[src/rtl/rnd_pkg.sv]
// Shared types for the rounding decision unit.
// Assumes the mode field is exactly two bits wide.
package rnd_pkg;
    typedef enum logic [1:0] {
        RM_NEAREST = 2'b00,
        RM_ZERO    = 2'b01,
        RM_POS_INF = 2'b10,
        RM_NEG_INF = 2'b11
    } rnd_mode_e;
endpackage

[src/rtl/rnd_mode_decode.sv]
// Decodes the rounding mode once for both consumers.
// Produces a nearest-mode flag, a directed round-up enable for the
// given sign, and the overflow-to-infinity decision. Purely combinational.
module rnd_mode_decode
    import rnd_pkg::*;
(
    input  rnd_mode_e mode,
    input  logic      sign,
    output logic      is_nearest,
    output logic      directed_up,
    output logic      to_inf
);
    // Per-mode decode: directed modes round away from zero only for one sign.
    always_comb begin
        is_nearest  = 1'b0;
        directed_up = 1'b0;
        unique case (mode)
            RM_NEAREST: is_nearest  = 1'b1;
            RM_ZERO:    directed_up = 1'b0;
            RM_POS_INF: directed_up = ~sign;
            RM_NEG_INF: directed_up = sign;
            default:    directed_up = 1'b0;
        endcase
        to_inf = is_nearest | directed_up;
    end
endmodule

[src/rtl/rnd_incr_decide.sv]
// Decides inexactness and whether to add one ulp.
// Assumes is_nearest and directed_up come from rnd_mode_decode
// and are never both set.
module rnd_incr_decide (
    input  logic guard,
    input  logic round,
    input  logic sticky,
    input  logic lsb,
    input  logic is_nearest,
    input  logic directed_up,
    output logic inexact,
    output logic incr
);
    // Increment rule: nearest with ties to even, otherwise the directed enable.
    always_comb begin
        inexact = guard | round | sticky;
        if (!inexact)
            incr = 1'b0;
        else if (is_nearest)
            incr = guard & (round | sticky | lsb);
        else
            incr = directed_up;
    end
endmodule

[src/rtl/rnd_carry_incr.sv]
// Adds a single carry-in bit to a WIDTH-bit operand through an explicit
// ripple chain. Assumes the caller supplies headroom in the top bit,
// so no carry leaves the result.
module rnd_carry_incr #(
    parameter int WIDTH = 31
) (
    input  logic [WIDTH-1:0] a,
    input  logic             cin,
    output logic [WIDTH-1:0] sum
);
    logic [WIDTH:0] carry;

    assign carry[0] = cin;

    genvar i;
    generate
        for (i = 0; i < WIDTH; i++) begin : g_bit
            // Half-adder stage for bit i.
            assign sum[i]     = a[i] ^ carry[i];
            assign carry[i+1] = a[i] & carry[i];
        end
    endgenerate

    logic unused_cout;
    assign unused_cout = carry[WIDTH];
endmodule

[src/rtl/rnd_decision_unit.sv]
// Top of the rounding decision unit. Splits the guard and round bits
// off the mantissa, shares one mode decode between the increment and
// the overflow decisions, and registers all results for one cycle.
// Assumes MANT_W >= 4. The carry out of the shifted mantissa lands in
// the top bit of out_mant and is not renormalised here.
module rnd_decision_unit
    import rnd_pkg::*;
#(
    parameter int MANT_W = 32
) (
    input  logic              clk,
    input  logic              rst_n,
    input  logic              in_valid,
    input  logic              in_sign,
    input  logic [MANT_W-1:0] in_mant,
    input  logic              in_sticky,
    input  logic [1:0]        in_mode,
    output logic              out_valid,
    output logic [MANT_W-2:0] out_mant,
    output logic              out_inexact,
    output logic              out_rounded_up,
    output logic              out_to_inf
);
    localparam int SHIFT_W = MANT_W - 2;
    localparam int OUT_W   = SHIFT_W + 1;

    logic [SHIFT_W-1:0] shifted;
    logic [OUT_W-1:0]   widened;
    logic [OUT_W-1:0]   rounded;
    logic               nearest_w;
    logic               dir_up_w;
    logic               to_inf_w;
    logic               inexact_w;
    logic               incr_w;

    // Discard guard and round; leave one bit of headroom for the carry.
    always_comb begin
        shifted = in_mant[MANT_W-1:2];
        widened = {1'b0, shifted};
    end

    rnd_mode_decode u_decode (
        .mode        (rnd_mode_e'(in_mode)),
        .sign        (in_sign),
        .is_nearest  (nearest_w),
        .directed_up (dir_up_w),
        .to_inf      (to_inf_w)
    );

    rnd_incr_decide u_decide (
        .guard       (in_mant[1]),
        .round       (in_mant[0]),
        .sticky      (in_sticky),
        .lsb         (in_mant[2]),
        .is_nearest  (nearest_w),
        .directed_up (dir_up_w),
        .inexact     (inexact_w),
        .incr        (incr_w)
    );

    rnd_carry_incr #(.WIDTH(OUT_W)) u_incr (
        .a   (widened),
        .cin (incr_w),
        .sum (rounded)
    );

    // Strobe register: follows in_valid with one cycle of latency.
    always_ff @(posedge clk) begin
        if (!rst_n)
            out_valid <= 1'b0;
        else
            out_valid <= in_valid;
    end

    // Result registers: load on a valid input, hold otherwise.
    always_ff @(posedge clk) begin
        if (!rst_n) begin
            out_mant       <= '0;
            out_inexact    <= 1'b0;
            out_rounded_up <= 1'b0;
            out_to_inf     <= 1'b0;
        end else if (in_valid) begin
            out_mant       <= rounded;
            out_inexact    <= inexact_w;
            out_rounded_up <= incr_w;
            out_to_inf     <= to_inf_w;
        end
    end
endmodule

[config.mk]
export PLATFORM = sky130hd
export DESIGN_NAME = rnd_decision_unit
export DESIGN_NICKNAME = d
export VERILOG_FILES = /design/src/rtl/rnd_pkg.sv /design/src/rtl/rnd_mode_decode.sv /design/src/rtl/rnd_incr_decide.sv /design/src/rtl/rnd_carry_incr.sv /design/src/rtl/rnd_decision_unit.sv
export SDC_FILE = /design/constraint.sdc
export NUM_CORES = 1
export LEC_CHECK = 0
export BUFFER_PORTS_ARGS = -buffer_cell sky130_fd_sc_hd__buf_4
export CORE_UTILIZATION = 35
export DETAILED_ROUTE_END_ITERATION = 7
export PLACE_DENSITY = 0.59
export SYNTH_ARGS = -nofsm -noshare
export SYNTH_HDL_FRONTEND = slang
export SYNTH_SLANG_ARGS = --single-unit
[constraint.sdc]
create_clock -name clk -period 8.1 [get_ports clk]
set_clock_uncertainty 0.1 [all_clocks]
set_input_delay 0.81 -clock clk [delete_from_list [all_inputs] [get_ports clk]]
set_output_delay 0.81 -clock clk [all_outputs]
set_load 0.03 [all_outputs]
==> results.json <==
{
  "grt_usage_pct": 13.8,
  "whs_path_depth": 1,
  "maxCapViolations": 0,
  "routed-via-count": 1300,
  "hold_viol_final": 0,
  "crit_path_max_incr_delay_ns": 0.29,
  "status": "completed",
  "yosysSeqAreaShare_pct": 39.2,
  "synth.top_cells.by_area": "dfxtp_1, ha_1, mux2i_1",
  "drt-total-wl_mm": 3.55,
  "grt_overflow_total": 0,
  "cp_common_cell": "ha_1",
  "drive_above_1_share_pct": 37.5,
  "period_needed_ns": 7.14,
  "die_y_um": 73.5,
  "syn_avg_cell_area_sq_um": 11.9,
  "power_density_nw_per_um2": 168,
  "critPathKind": "input pin to flip-flop",
  "cts_max_level": 2,
  "rows": 25,
  "syn_nets": 219,
  "ys.flop_type": "dfxtp_1",
  "hpwlAfterDp_mm": 2.72,
  "worst_pin_slew_ns": 0.601,
  "finalCritPeriodShare_pct": 88.2,
  "clock_sinks": 35,
  "yosys.area.top_type": "dfxtp_1",
  "fp.dieW_um": 73.5,
  "setup_tns_ns": 0,
  "antenna_found_initial": 0,
  "slowest_stage": "o31a_1",
  "start_util_pct": 37.1,
  "ctsHoldBuffers": 0,
  "clock-root-buffer": "clkbuf_8",
  "cts_made_buffers": 5,
  "p_leak_nw": 1.27,
  "syn2layout_area_growth_pct": 36.2,
  "synth_area_sq_um": 1790,
  "ff2ff_path_depth": 2,
  "ant_nets": 0,
  "yosys-top-cells-count": "dfxtp_1, mux2i_1, nor2b_1",
  "required_ns": 8.18,
  "drtIter0Drc": 44,
  "avgRoutedWirePerCell_um": 12.2,
  "core_area_sq_um": 4820,
  "cts_tree": "built",
  "fmax_ghz": 0.140,
  "hp-class": "flip-flop to flip-flop",
  "cts.clk_slew.worst_paths_ns": 0.07,
  "async_flop_share_pct": 0,
  "gp_congestion": 0.691,
  "layout.nets": 292,
  "fin_worst_hold_slack_ns": 0.384,
  "grt_pass1_wl_mm": 5.53,
  "io_buffers": 73,
  "slew_viol_final": 0,
  "grt_pass1_vias": 1288,
  "critPathCaptureType": "flip-flop",
  "grt_setup_unrepaired": "no",
  "post_cts_buffers": 0,
  "ys_ff_latch": 35,
  "yosysMostFrequentCell": "dfxtp_1",
  "diodes": 0,
  "fill_cells": 460,
  "grt_max_degree": 38,
  "max_slew_margin_pct": 59.9,
  "firstDrtPassIters": 2,
  "drc": 0,
  "cp_max_fo": 2,
  "die_area_sq_um": 5390,
  "viasPerCell": 4.47,
  "worstSkewPairLatency_ns": 0.28,
  "syn_inst": 150,
  "synthDominantCellAreaShare_pct": 39.2,
  "clockBufferDepth": 2,
  "io_pins": 74,
  "synth_cell_types": 22,
  "synth-edff-count": 0,
  "cp-start-kind": "input pin",
  "synth_warnings": 0,
  "setup_viol": 0,
  "cts.repair.resized": 0,
  "peakVddDrop_v": 0.000107,
  "critPathArrivalTime_ns": 7.22
}
-- registers in the layout, summed over array words and instances, names as in the netlist --
signal and cells:
out_mant 31, out_inexact 1, out_rounded_up 1, out_valid 1
out_to_inf 1
-- per-stage QoR --
| stage | util [%] | worst slack, ns | instances | total power, W | cell area [sq um] |
|---|---|---|---|---|---|
| 4_1_cts | 50.5 | 0.906 | 291 | 0.000416 | 2430 |
| 3_5_place_dp | 48.4 | 0.623 | 283 | 0.000279 | 2330 |
| 6_report | 50.5 | 0.958 | 291 | 0.000409 | 2430 |
| 5_1_grt | 50.5 | 0.655 | 291 | 0.000430 | 2430 |
| 2_1_floorplan | - | 1.15 | 150 | 0.000244 | 1790 |
| 3_3_place_gp | 48.4 | 0.699 | 283 | 0.000276 | 2330 |
-- placed cells by master (no fill, tap or decap) --
cell,Yosys,final
clkbuf_1,1,1
inv_1,1,1
nor2b_1,31,31
ha_1,30,30
clkbuf_8,0,7
nand3b_1,2,2
dfxtp_1,35,35
mux2i_1,31,31
o31a_1,1,1
nand2b_1,1,1
o41ai_2,1,1
nor3_2,1,1
nand2_4,1,1
a21bo_2,1,1
a21boi_1,1,1
nor3_1,2,2
o211a_1,1,1
nand2_1,2,2
buf_4,0,73
nand3_1,1,1
-- cells by family after synthesis --
logic type	after synthesis	share of synthesized area, %
buffers and inverters	8	4.97
AND/OR/NAND/NOR	41	14.5
AO/OA/AOI/OAI	5	2.94
adder cells (fa/ha/maj)	30	21.0
flip-flops	35	39.2
multiplexers	31	17.4
-- worst paths after layout --
| check | start | endpoint | slack, ns |
|---|---|---|---|
| worst max-delay path | in_sticky | out_mant[29] | 0.96 |
| worst min register to register | out_inexact | out_inexact | 0.38 |
| worst min-delay path | out_inexact | out_inexact | 0.38 |
| worst max register to register | out_mant[14] | out_mant[14] | 7.37 |
-- per-layer routing --
metal  GRT usage, %  vias to the layer above  part of all wire, %
met5              0                        -                    0
met2           24.8                       40                   51
met4           6.41                        0                  1.9
met3           4.53                        5                  6.0
li1               -                      666                    -
met1           14.5                      589                   41
-- report_power, final --
| group | internal [W] | total (W) | switching (W) |
|---|---|---|---|
| sequential | 0.000183 | 0.000188 | 0.00000537 |
| combinational | 0.0000406 | 0.0000853 | 0.0000447 |
| clock | 0.0000775 | 0.000135 | 0.0000579 |
-- cell type report --
class / count / area, sq um / area share (%)
multi-input cells: 107 / 997 / 41.0
repair buffers: 73 / 548 / 22.5
clock buffers: 8 / 100 / 4.11
inverters: 1 / 3.75 / 0.154
flip-flops and latches: 35 / 701 / 28.8
well taps: 67 / 83.8 / 3.44
-- critical path: cells and delay by family --
family          cells  cell delay, ns
simple gates        3            0.32
buf+inv             1            0.11
fa+ha+maj          30            5.55
compound gates      1            0.29
mux                 1            0.13
No activity file was read; power rests on OpenSTA's default activity.
